## config.mk

```make
export PLATFORM = sky130hd
export DESIGN_NAME = dual_slope_seq
export DESIGN_NICKNAME = d
export VERILOG_FILES = /design/src/rtl/dsc_pkg.sv /design/src/rtl/dsc_tick_gen.sv /design/src/rtl/dsc_sync.sv /design/src/rtl/dsc_bcd_counter.sv /design/src/rtl/dsc_display_reg.sv /design/src/rtl/dual_slope_seq.sv
export SDC_FILE = /design/constraint.sdc
export NUM_CORES = 1
export LEC_CHECK = 0
export BUFFER_PORTS_ARGS = -buffer_cell sky130_fd_sc_hd__buf_4
export CORE_ASPECT_RATIO = 1.2
export CORE_UTILIZATION = 55
export DETAILED_ROUTE_END_ITERATION = 8
export PLACE_DENSITY = 0.72
export SYNTH_ARGS = -nofsm -noshare
export SYNTH_HDL_FRONTEND = slang
export SYNTH_HIERARCHICAL = 1
export SYNTH_SLANG_ARGS = --single-unit
```

## constraint.sdc

```tcl
create_clock -name clk_i -period 4.3 [get_ports clk_i]
set_input_delay 0.86 -clock clk_i [delete_from_list [all_inputs] [get_ports clk_i]]
set_output_delay 0.86 -clock clk_i [all_outputs]
set_load 0.005 [all_outputs]
```

## src/rtl/dsc_pkg.sv

```systemverilog
package dsc_pkg;

  typedef enum logic [1:0] {
    PH_INT   = 2'd0,
    PH_DEINT = 2'd1,
    PH_AZ    = 2'd2
  } phase_e;

  // packed BCD of a non-negative value, 16 digits
  function automatic logic [63:0] bcd_of(input int unsigned v);
    logic [63:0] r;
    int unsigned x;
    r = '0;
    x = v;
    for (int i = 0; i < 16; i++) begin
      r[4*i +: 4] = 4'(x % 10);
      x = x / 10;
    end
    return r;
  endfunction

endpackage

```

## src/rtl/dsc_tick_gen.sv

```systemverilog
module dsc_tick_gen (
  input  logic clk_i,
  input  logic rst_ni,
  output logic tick_o
);
  logic div_q;

  always_ff @(posedge clk_i or negedge rst_ni) begin
    if (!rst_ni) div_q <= 1'b0;
    else         div_q <= ~div_q;
  end

  assign tick_o = div_q;
endmodule

```

## src/rtl/dsc_sync.sv

```systemverilog
module dsc_sync #(
  parameter int unsigned STAGES = 2
) (
  input  logic clk_i,
  input  logic rst_ni,
  input  logic d_i,
  output logic q_o
);
  logic [STAGES-1:0] sh_q;

  always_ff @(posedge clk_i or negedge rst_ni) begin
    if (!rst_ni) sh_q <= '0;
    else         sh_q <= {sh_q[STAGES-2:0], d_i};
  end

  assign q_o = sh_q[STAGES-1];
endmodule

```

## src/rtl/dsc_bcd_counter.sv

```systemverilog
module dsc_bcd_counter #(
  parameter int unsigned DIGITS = 4
) (
  input  logic                  clk_i,
  input  logic                  rst_ni,
  input  logic                  clr_i,
  input  logic                  inc_i,
  output logic [4*DIGITS-1:0]   count_o
);
  logic [DIGITS:0] carry;

  assign carry[0] = inc_i;

  for (genvar g = 0; g < DIGITS; g++) begin : g_digit
    logic [3:0] dig_q;
    logic       at_nine;

    assign at_nine      = (dig_q == 4'd9);
    assign carry[g+1]   = carry[g] & at_nine;
    assign count_o[4*g +: 4] = dig_q;

    always_ff @(posedge clk_i or negedge rst_ni) begin
      if (!rst_ni)       dig_q <= 4'd0;
      else if (clr_i)    dig_q <= 4'd0;
      else if (carry[g]) dig_q <= at_nine ? 4'd0 : dig_q + 4'd1;
    end
  end

  logic unused_carry;
  assign unused_carry = carry[DIGITS];
endmodule

```

## src/rtl/dsc_display_reg.sv

```systemverilog
module dsc_display_reg
  import dsc_pkg::*;
#(
  parameter int unsigned DIGITS   = 4,
  parameter int unsigned UR_LEVEL = 380
) (
  input  logic                clk_i,
  input  logic                rst_ni,
  input  logic                load_i,
  input  logic                hold_i,
  input  logic                peak_i,
  input  logic [4*DIGITS-1:0] res_bcd_i,
  input  logic                res_neg_i,
  input  logic                res_ovr_i,
  output logic [4*DIGITS-1:0] digits_o,
  output logic                neg_o,
  output logic                ovr_o,
  output logic                udr_o
);
  localparam int unsigned BW      = 4 * DIGITS;
  localparam logic [63:0] UR_FULL = bcd_of(UR_LEVEL);
  localparam logic [BW-1:0] UR_BCD = UR_FULL[BW-1:0];

  logic [BW-1:0] bcd_q;
  logic          neg_q;
  logic          ovr_q;
  logic          bigger;
  logic          take;

  // packed BCD orders like binary; overrange ranks above all readings
  assign bigger = {res_ovr_i, res_bcd_i} > {ovr_q, bcd_q};
  assign take   = load_i & ~hold_i & (~peak_i | bigger);

  always_ff @(posedge clk_i or negedge rst_ni) begin
    if (!rst_ni) begin
      bcd_q <= '0;
      neg_q <= 1'b0;
      ovr_q <= 1'b0;
    end else if (take) begin
      bcd_q <= res_bcd_i;
      neg_q <= res_neg_i;
      ovr_q <= res_ovr_i;
    end
  end

  assign digits_o = bcd_q;
  assign neg_o    = neg_q;
  assign ovr_o    = ovr_q;
  assign udr_o    = ~ovr_q & (bcd_q <= UR_BCD);
endmodule

```

## src/rtl/dual_slope_seq.sv

```systemverilog
module dual_slope_seq
  import dsc_pkg::*;
#(
  parameter int unsigned DIGITS    = 4,
  parameter int unsigned INT_FULL  = 2000,
  parameter int unsigned INT_LOW   = 200,
  parameter int unsigned DEINT_MAX = 4001,
  parameter int unsigned CYCLE_LEN = 8000,
  parameter int unsigned MAX_READ  = 3999,
  parameter int unsigned UR_LEVEL  = 380
) (
  input  logic                clk_i,
  input  logic                rst_ni,
  input  logic                cmp_i,
  input  logic                sign_i,
  input  logic                range_i,
  input  logic                hold_i,
  input  logic                peak_i,
  output logic                az_en_o,
  output logic                int_en_o,
  output logic                deint_en_o,
  output logic                ref_neg_o,
  output logic                eoc_no,
  output logic [4*DIGITS-1:0] digits_o,
  output logic                neg_o,
  output logic                ovr_o,
  output logic                udr_o
);
  localparam int unsigned BW     = 4 * DIGITS;
  localparam int unsigned TOT_W  = $clog2(CYCLE_LEN);
  localparam int unsigned DCNT_W = $clog2(DEINT_MAX);
  localparam logic [TOT_W-1:0]  TOT_LAST  = TOT_W'(CYCLE_LEN - 1);
  localparam logic [TOT_W-1:0]  FULL_LAST = TOT_W'(INT_FULL - 1);
  localparam logic [TOT_W-1:0]  LOW_LAST  = TOT_W'(INT_LOW - 1);
  localparam logic [DCNT_W-1:0] DCNT_LAST = DCNT_W'(DEINT_MAX - 1);

  logic             tick;
  logic             cmp_s;
  phase_e           phase_q;
  logic [TOT_W-1:0] tot_q;
  logic [DCNT_W-1:0] dcnt_q;
  logic             range_q;
  logic             pol_q;
  logic             res_ovr_q;
  logic [BW-1:0]    res_bcd_q;
  logic [BW-1:0]    bcd_cnt;
  logic             eoc_nq;

  logic int_end, deint_hit, deint_tmo, cyc_end, bcd_clr, bcd_inc;

  dsc_tick_gen u_tick (
    .clk_i  (clk_i),
    .rst_ni (rst_ni),
    .tick_o (tick)
  );

  dsc_sync #(.STAGES(2)) u_cmp_sync (
    .clk_i  (clk_i),
    .rst_ni (rst_ni),
    .d_i    (cmp_i),
    .q_o    (cmp_s)
  );

  assign int_end   = tick & (phase_q == PH_INT) &
                     (tot_q == (range_q ? LOW_LAST : FULL_LAST));
  assign deint_hit = tick & (phase_q == PH_DEINT) & cmp_s;
  assign deint_tmo = tick & (phase_q == PH_DEINT) & ~cmp_s & (dcnt_q == DCNT_LAST);
  assign cyc_end   = tick & (phase_q == PH_AZ) & (tot_q == TOT_LAST);
  assign bcd_clr   = int_end;
  assign bcd_inc   = tick & (phase_q == PH_DEINT) & ~cmp_s & (dcnt_q != DCNT_LAST);

  dsc_bcd_counter #(.DIGITS(DIGITS)) u_bcd (
    .clk_i   (clk_i),
    .rst_ni  (rst_ni),
    .clr_i   (bcd_clr),
    .inc_i   (bcd_inc),
    .count_o (bcd_cnt)
  );

  always_ff @(posedge clk_i or negedge rst_ni) begin
    if (!rst_ni) begin
      phase_q   <= PH_INT;
      tot_q     <= '0;
      dcnt_q    <= '0;
      range_q   <= 1'b0;
      pol_q     <= 1'b0;
      res_ovr_q <= 1'b0;
      res_bcd_q <= '0;
      eoc_nq    <= 1'b1;
    end else begin
      eoc_nq <= ~cyc_end;
      if (tick) tot_q <= (tot_q == TOT_LAST) ? '0 : tot_q + 1'b1;
      if (int_end) begin
        phase_q <= PH_DEINT;
        pol_q   <= sign_i;
        dcnt_q  <= '0;
      end
      if (deint_hit) begin
        phase_q   <= PH_AZ;
        res_bcd_q <= bcd_cnt;
        res_ovr_q <= (32'(dcnt_q) > MAX_READ);
      end else if (deint_tmo) begin
        phase_q   <= PH_AZ;
        res_bcd_q <= bcd_cnt;
        res_ovr_q <= 1'b1;
      end else if (bcd_inc) begin
        dcnt_q <= dcnt_q + 1'b1;
      end
      if (cyc_end) begin
        phase_q <= PH_INT;
        range_q <= range_i;
      end
    end
  end

  dsc_display_reg #(.DIGITS(DIGITS), .UR_LEVEL(UR_LEVEL)) u_disp (
    .clk_i     (clk_i),
    .rst_ni    (rst_ni),
    .load_i    (cyc_end),
    .hold_i    (hold_i),
    .peak_i    (peak_i),
    .res_bcd_i (res_bcd_q),
    .res_neg_i (pol_q),
    .res_ovr_i (res_ovr_q),
    .digits_o  (digits_o),
    .neg_o     (neg_o),
    .ovr_o     (ovr_o),
    .udr_o     (udr_o)
  );

  assign az_en_o    = (phase_q == PH_AZ);
  assign int_en_o   = (phase_q == PH_INT);
  assign deint_en_o = (phase_q == PH_DEINT);
  assign ref_neg_o  = (phase_q == PH_DEINT) & ~pol_q;
  assign eoc_no     = eoc_nq;
endmodule

```

# ---- Word-level counts from Yosys, hierarchy flattened
# Index checks and enable logic that the tools add are counted.
dict set report totals {
  regBits 84
  latch_bits 0
  ramBits 0
  rom_bits 0
  memories 0
}
dict set report op_classes {
  n_addsub 6
  mul 0
  n_div 0
  order_cmp 3
  eq_ne 10
  shifts 0
  muxes 26
  n_bitwise 24
  reduce_logical 7
}
# cell n
set ops {}
lappend ops {{$mux 12} 4}
lappend ops {{$mux 4} 12}
lappend ops {{$mux 16} 2}
lappend ops {{$gt 17x17->1} 1}
lappend ops {{$add 4x1->4 const B} 4}
lappend ops {{$and 1x1->1} 16}
lappend ops {{$eq 4x4->1 const B} 4}
lappend ops {{$le 16x10->1 const B} 1}
lappend ops {{$add 13x1->13 const B} 1}
lappend ops {{$eq 13x11->1} 1}
lappend ops {{$eq 13x13->1 const B} 1}
lappend ops {{$mux 13} 1}
lappend ops {{$add 12x1->12 const B} 1}
lappend ops {{$eq 12x12->1 const B} 1}
lappend ops {{$gt 12x12->1 const B} 1}
lappend ops {{$ne 12x12->1 const B} 1}
lappend ops {{$mux 11} 1}
lappend ops {{$reduce_bool 2->1} 5}
lappend ops {{$mux 2} 4}
lappend ops {{$not 1->1} 7}
lappend ops {{$reduce_bool 4->1} 1}
lappend ops {{$eq 2x1->1 const B} 1}
lappend ops {{$eq 2x2->1 const B} 1}
lappend ops {{$logic_not 2->1} 1}
lappend ops {{2 further kinds} 3}

# ---- Depth between registers and ports, before layout
# Gate-level depths: netlist (run 1).
dict set report depth {
  depth_word 9
  mapped_depth 12
  depth_no_buf 10
}

# ---- Cells and area by module
# Netlist (run 1), hierarchy kept.
# mod n_inst cells_per_inst area_each_um2 seq_area_each_um2
set modules_own_cells {}
lappend modules_own_cells {dual_slope_seq 1 196 2217.1 1177.4}
lappend modules_own_cells {dsc_display_reg 1 104 1233.7 450.4}
lappend modules_own_cells {dsc_bcd_counter 1 99 955.9 400.4}
lappend modules_own_cells {dsc_sync 1 2 50.0 50.0}
lappend modules_own_cells {dsc_tick_gen 1 2 28.8 25.0}

# ---- Worst setup path before layout (run 1)
# No wires, ideal clock.
dict set report synth_path {
  path_kind {register -> register}
  startpoint {register tot_q[9]}
  endpoint {register u_disp.bcd_q[10], in the netlist u_disp/digits_o[10]}
  arrival_time_ns 2.470
  required_time_ns 4.175
  setup_slack_ns 1.705
  stages_incl_launch_ff 11
  n_path_buf 1
  period_less_slack_ns 2.595
  path_cell_list {dfrtp_1 nand4_1 or4_4 nor2_8 nand2_4 inv_1 inv_1 a311o_2 a31oi_4 buf_12 mux2_4}
}
dict set report synth_between {
  elab_chain_len 4
}
# element line_no
set synth_lines {}
lappend synth_lines {{start: declaration} dual_slope_seq.sv:40} ;# logic [TOT_W-1:0] tot_q;
lappend synth_lines {{start signal: assignment} dual_slope_seq.sv:92} ;# if (tick) tot_q <= (tot_q == TOT_LAST) ? '0 : tot_q + 1'b1;
lappend synth_lines {{$eq 13x13->1} dual_slope_seq.sv:68} ;# assign cyc_end = tick & (phase_q == PH_AZ) & (tot_q == TOT_LAST);
lappend synth_lines {{$and 1x1->1} dual_slope_seq.sv:68}
lappend synth_lines {{net cyc_end} dual_slope_seq.sv:49} ;# logic int_end, deint_hit, deint_tmo, cyc_end, bcd_clr, bcd_inc;
lappend synth_lines {{$and 1x1->1 (2 in series)} dsc_display_reg.sv:32} ;# assign take = load_i & ~hold_i & (~peak_i | bigger);
lappend synth_lines {{end signal: assignment} dsc_display_reg.sv:40} ;# bcd_q <= res_bcd_i;
lappend synth_lines {{end: declaration} dsc_display_reg.sv:24} ;# logic [BW-1:0] bcd_q;
# The timed path passes the listed nets, and every way through them passes these cells.
# A chain may end at the register's enable or synchronous reset.

# ---- Worst setup path after layout (run 1)
dict set report layout_path {
  startpoint {register tot_q[9]}
  endpoint {register u_disp.bcd_q[13], in the netlist u_disp/digits_o[13]}
}
# The elaborated chain is that of the path after synthesis.

==> flow_summary.ini, run 1 <==
[worst_setup_path]
critPathKind = reg2reg
rr_worst_depth = 9
cp.required_ps = 4530
arrival_ps = 3280
end_kind = register
cp_max_fo = 18
start_kind = register

[floorplanning]
rows = 35
initial_core_util_pct = 57.54
fp.dieW_um = 84.44
die_area_um2 = 8522
die_h_um = 100.9
core-area_um2 = 7795
io_pins = 31

[global_routing]
grt_remaining_overflow = 0
grt_pass1_wl_um = 14190
grtUsageTotal_pct = 21.22
busiest_layer = met2
grtUsageMet1_pct = 27.39
use_met2_pct = 35.50
use_met3_pct = 4.341
antenna_found_initial = 0
grt_max_degree = 64
grt_pass1_vias = 2957

[logic_synthesis]
yosysTopAreaCell = dfrtp_1
avgSynthCellArea_um2 = 11.13
syn-cell-area_um2 = 4486
synth_warnings = 6
ys.flop_type = dfrtp_1
synth-edff-count = 0
syn-num-nets = 438
async_flop_share_pct = 100.0
syn_inst = 403
synth_seq_area_share_pct = 46.89
yosysTopAreaCellShare_pct = 46.30
synth_area_leaders = dfrtp_1 46%, ha_1 7.8%, mux2_2 6.3%
synth.distinct_cells = 65
ys_ff_latch = 84

[sta]
rsz0062_at_grt = no
fmaxAchievable_mhz = 328.2
slew_violations = 0
slew_headroom_pct = 46.32
worstMarginPinSlew_ps = 805.2
min_period_over_period_pct = 70.85
hold_violations = 0
fin_worst_skew_ps = 10.58
period_minus_slack_ps = 3047
finalSetupViolCount = 0
fin_setup_tns_ps = 0

[final_layout]
fin_nets = 473
finish.utilization_pct = 63.55
antennaDiodeCount = 0
fillerInstances = 649
drive_above_1_share_pct = 23.76
area_delta_synth_final_pct = 10.43

[power_and_ir_drop]
p_clk_share_pct = 40.2
internal_power_mw = 1.076
leakagePower_nw = 2.392
p_per_area_nw_per_um2 = 274.6
switchingPower_mw = 0.2840
power.share.sequential_pct = 58.2
p_comb_share_pct = 1.6
p_sw_share_pct = 20.88
peakVddDrop_mv = 0.1711

[routing]
drcViolationCount = 2
vias = 3052
viasPerCell = 5.715
ant_nets = 0
wl_per_cell_um = 15.42
firstDrtPassIters = 6
first_iter_violations = 94
wirelength_um = 8235

[clock_tree]
ctsRootBufferMaster = clkbuf_8
clk_pin_slew_worst_paths_ps = 80
clock_sinks = 84
cts_setup_buffers = 0
cts_tree = done
hold_buffers = 0
htreeDepth = 3
clk_latency_ps = 340
cts.path.max_buffers = 2
cts-resized-gates = 0
cts_made_buffers = 9

[flow_run]
drv_cap = 0

[hold_path]
whs_path_depth = 0
hp-class = reg2reg

[place]
dp_hpwl_um = 6005
placement.io_buffers = 30
place_congestion = 0.8489

[outcome]
status = finished with violations
failed_checks = design-rule violations
area by class of cell:
class	count	area, um^2	area share, %
multi-input cells	279	2187	44.15
flip-flops and latches	84	2103	42.46
repair buffers	31	232.7	4.698
clock buffers	11	141.4	2.854
inverters	33	123.9	2.501
well taps	92	115.1	2.324
clock inverters	4	50.05	1.010
cell usage in the layout (no fill, tap or decap), drive strengths merged, types with 3 or more instances in the layout:
cell type	count
a21o	3
a21oi	18
a31oi	3
and3	3
and3b	3
buf	31
clkbuf	11
dfrtp	83
ha	28
inv	33
mux2	36
mux2i	4
nand2	34
nand3	19
nand4	12
nor2	30
nor2b	6
nor3	6
nor4	4
o211ai	4
o21ai	13
o31ai	3
or3	7
xnor2	9
xor2	5
worst max-delay path: stages, from the launching register on:
cell     delay (ps)
dfrtp_1         450
nand4_1         160
or4_4           580
nor2_8          190
nand2_4          80
inv_1            50
inv_1            30
a311o_2         320
a31oi_4         650
mux2_2          410
per-layer routing:
layer	share of wire, %	vias to the layer above
met4	2.1	0
met5	0	-
met1	46	1501
li1	-	1496
met2	49	40
met3	3.0	15
cell families after synthesis:
kind of cell    after synthesis  synth area share [%]
simple gates                140                 18.58
flops                        84                 46.89
compound gates               57                 8.787
buf+inv                      40                 4.352
mux                          40                 10.85
fa+ha+maj                    28                 7.810
xor+xnor                     14                 2.734
stage by stage:
stage	hold WS (ps)	cell area, um^2	std cells	power, mW	setup slack [ps]
finish	355.9	4954	534	1.360	1253
global route	377.0	4954	534	1.410	1133
CTS	359.8	4954	534	1.380	1250
detailed placement	340.2	4762	519	0.8305	1268
global placement	333.1	4762	519	0.8304	1346
floorplan	331.2	4486	403	0.8090	1705
sequential cells by signal, summed over array words and instances (netlist names):
register,flops
pol_q,1
u_bcd/g_digit.dig_q,16
u_disp/ovr_o,1
tot_q,13
res_ovr_q,1
dcnt_q,12
res_bcd_q,16
u_disp/neg_o,1
eoc_no,1
u_cmp_sync/sh_q,2
u_disp/digits_o,16
range_q,1
u_tick/tick_o,1
phase_q,2
worst paths after layout:
kind | start | end | slack, ps
setup reg to reg | tot_q[9]$_DFFE_PN0P_ | u_disp/digits_o[13]$_DFFE_PN0P_ | 1250
max in group asynchronous | rst_ni | eoc_no$_DFF_PN1_ | 2850
hold reg to reg | u_cmp_sync/sh_q[0]$_DFF_PN0_ | u_cmp_sync/sh_q[1]$_DFF_PN0_ | 360
setup / recovery | tot_q[9]$_DFFE_PN0P_ | u_disp/digits_o[13]$_DFFE_PN0P_ | 1250
hold / removal | u_cmp_sync/sh_q[0]$_DFF_PN0_ | u_cmp_sync/sh_q[1]$_DFF_PN0_ | 360
min in group asynchronous | rst_ni | dcnt_q[10]$_DFF_PN0_ | 590
cell usage after synthesis, types with 2 or more instances:
library cell / n
xnor2_1: 9
o21ai_0: 13
dfrtp_1: 83
mux2_2: 25
buf_6: 2
and3b_2: 2
o211ai_1: 4
nor2_1: 29
nor3_1: 6
and4b_1: 2
and4bb_2: 2
ha_1: 28
nand4_2: 2
xor2_1: 5
or3_1: 7
a21oi_1: 17
nand4_1: 9
nand4b_1: 2
and3_1: 3
nand2_4: 2
nand3_1: 17
inv_1: 32
mux2_4: 11
clkbuf_1: 2
o22ai_1: 2
o31ai_1: 3
nor4_1: 3
nor2b_1: 5
nand2_1: 32
a211o_1: 2
mux2i_1: 4
a41oi_1: 2
a31oi_1: 2
a21o_1: 2
and2b_2: 2
power by group through the flow:
stage,clock [mW],combinational [mW],sequential [mW]
2_1_floorplan,0,0.00180,0.807
3_3_place_gp,0,0.0228,0.808
3_5_place_dp,0,0.0229,0.808
4_1_cts,0.565,0.0229,0.792
5_1_grt,0.592,0.0257,0.792
6_report,0.547,0.0217,0.792
No activity file was read; power rests on OpenSTA's default activity.
==> run 2, diff against run 1 <==
- PLACE_DENSITY: 0.72 -> 0.75
- clock period: 4.3 -> 2.7 ns (I/O delays scaled with it)
==> flow_summary.ini, run 2 (synthesis results as in run 1) <==
[floorplanning]
die_area_um2 = 8522
fp.dieW_um = 84.44
die_h_um = 100.9
io_pins = 31
initial_core_util_pct = 57.54
rows = 35
core-area_um2 = 7795

[routing]
viasPerCell = 5.711
wirelength_um = 8652
vias = 3124
firstDrtPassIters = 6
first_iter_violations = 105
ant_nets = 0
wl_per_cell_um = 15.82
drcViolationCount = 4

[hold_path]
hp-class = in2async

[worst_setup_path]
cp.required_ps = 2940
cp_max_fo = 16
cpPeakStageDelay_ps = 590
critPathKind = reg2reg
crit_family = simple AND/OR/NAND/NOR gates
r2r_slack_ps = 120
path_cells = nand4_1 > or4_4 > nor2_8 > nand2_4 > inv_1 > inv_1 > a311o_2 > a31oi_4 > buf_12 > mux2_2
start_kind = register
cp_common_cell = inv_1
arrival_ps = 2820
crit_buf_inv = 3
slowest_stage = or4_4
end_kind = register

[sta]
fmaxAchievable_mhz = 386.9
period_minus_slack_ps = 2585
hold_violations = 0
fin_worst_skew_ps = 11.71
slew_headroom_pct = 59.42
min_period_over_period_pct = 95.73
finalSetupViolCount = 0
fin_setup_tns_ps = 0
setup_ws_ps = 115.2
slew_violations = 0
rsz0062_at_grt = no
worstMarginPinSlew_ps = 607.3

[final_layout]
drive_above_1_share_pct = 26.15
final_common_cell = dfrtp_1
final_cell_mix = 83 x dfrtp_1, 41 x buf_4, 32 x nand2_1, 32 x inv_1, 29 x nor2_1
fillerInstances = 623
fin_nets = 485
area_delta_synth_final_pct = 13.95
antennaDiodeCount = 0

[clock_tree]
hold_buffers = 0
clock_sinks = 84
ctsRootBufferMaster = clkbuf_8
cts.path.max_buffers = 2
clk_latency_ps = 350
cts_tree = done
clk_pin_slew_worst_paths_ps = 80
htreeDepth = 3
cts_made_buffers = 9

[outcome]
status = finished with violations
failed_checks = design-rule violations

[power_and_ir_drop]
leakagePower_nw = 2.492
p_per_area_nw_per_um2 = 452.6
peakVddDrop_mv = 0.2987

[global_routing]
antenna_found_initial = 0
grt_remaining_overflow = 0
grt_pass1_wl_um = 15170
grtUsageTotal_pct = 23.06
grt_max_degree = 48
grt_pass1_vias = 3177

[flow_run]
drv_cap = 0

[place]
dp_hpwl_um = 6348
placement.io_buffers = 30
pre_cts_ws_ps = 116.4
place_congestion = 0.8470
[run 2: through the flow]
step / instance area, um^2 / util, % / hold slack [ps] / total power [mW] / cells
floorplan: 4486 / - / 244.4 / 1.288 / 403
global route: 5111 / 65.57 / 175.5 / 2.397 / 547
global placement: 4870 / 62.47 / 332.5 / 1.324 / 530
finish: 5111 / 65.57 / 143.7 / 2.313 / 547
CTS: 5104 / 65.47 / 156.1 / 2.339 / 546
detailed placement: 4870 / 62.47 / 335.5 / 1.324 / 530
[run 2: cell type report]
cell class / instances / area (um^2) / area share, %
Inverter: 33 / 123.9 / 2.424
Clock buffer: 11 / 151.4 / 2.962
Clock inverter: 5 / 82.58 / 1.616
Tap cell: 92 / 115.1 / 2.252
Timing Repair Buffer: 43 / 347.8 / 6.805
Multi-Input combinational cell: 279 / 2187 / 42.79
Sequential cell: 84 / 2103 / 41.15
[run 2: worst register-to-register path, cell delays in order (launching register included)]
cell and delay [ps]:
dfrtp_1 400, nand4_1 140, or4_4 590, nor2_8 120, nand2_4 70, inv_1 50
inv_1 30, a311o_2 320, a31oi_4 210, buf_12 200, mux2_2 340
[run 2: path summary, 6_finish.rpt]
kind                                               from  cells past startpoint                               to
min in group clk_i                                cmp_i                      1     u_cmp_sync/sh_q[0]$_DFF_PN0_
setup reg to reg                  tot_q[11]$_DFFE_PN0P_                     10  u_disp/digits_o[15]$_DFFE_PN0P_
hold reg to reg            u_cmp_sync/sh_q[0]$_DFF_PN0_                      0     u_cmp_sync/sh_q[1]$_DFF_PN0_
hold / removal                                   rst_ni                      1              dcnt_q[8]$_DFF_PN0_
setup / recovery                  tot_q[11]$_DFFE_PN0P_                     10  u_disp/digits_o[15]$_DFFE_PN0P_
max in group asynchronous                        rst_ni                      2                 eoc_no$_DFF_PN1_
[run 2: timing repair]
action | CTS | global route
resized for setup | 0 | 0
endpoints found under the hold margin | 0 | 0
setup endpoints to repair | 0 | 3
buffers inserted | 0 | 1
[run 2: layer usage]
metal,vias to the layer above,wire length [um],GRT usage [%]
li1,1523,-,-
met1,1542,3920,28.57
met2,43,4263,39.41
met3,16,243,4.505
met4,0,224,10.43
met5,-,0,0
[run 2: report_power, final]
group          leakage [nW]  switching, mW  total [mW]  internal, mW
Combinational          1.23         0.0259      0.0362        0.0103
Clock                 0.120          0.441        1.02         0.575
Sequential             1.14        0.00163        1.26          1.26
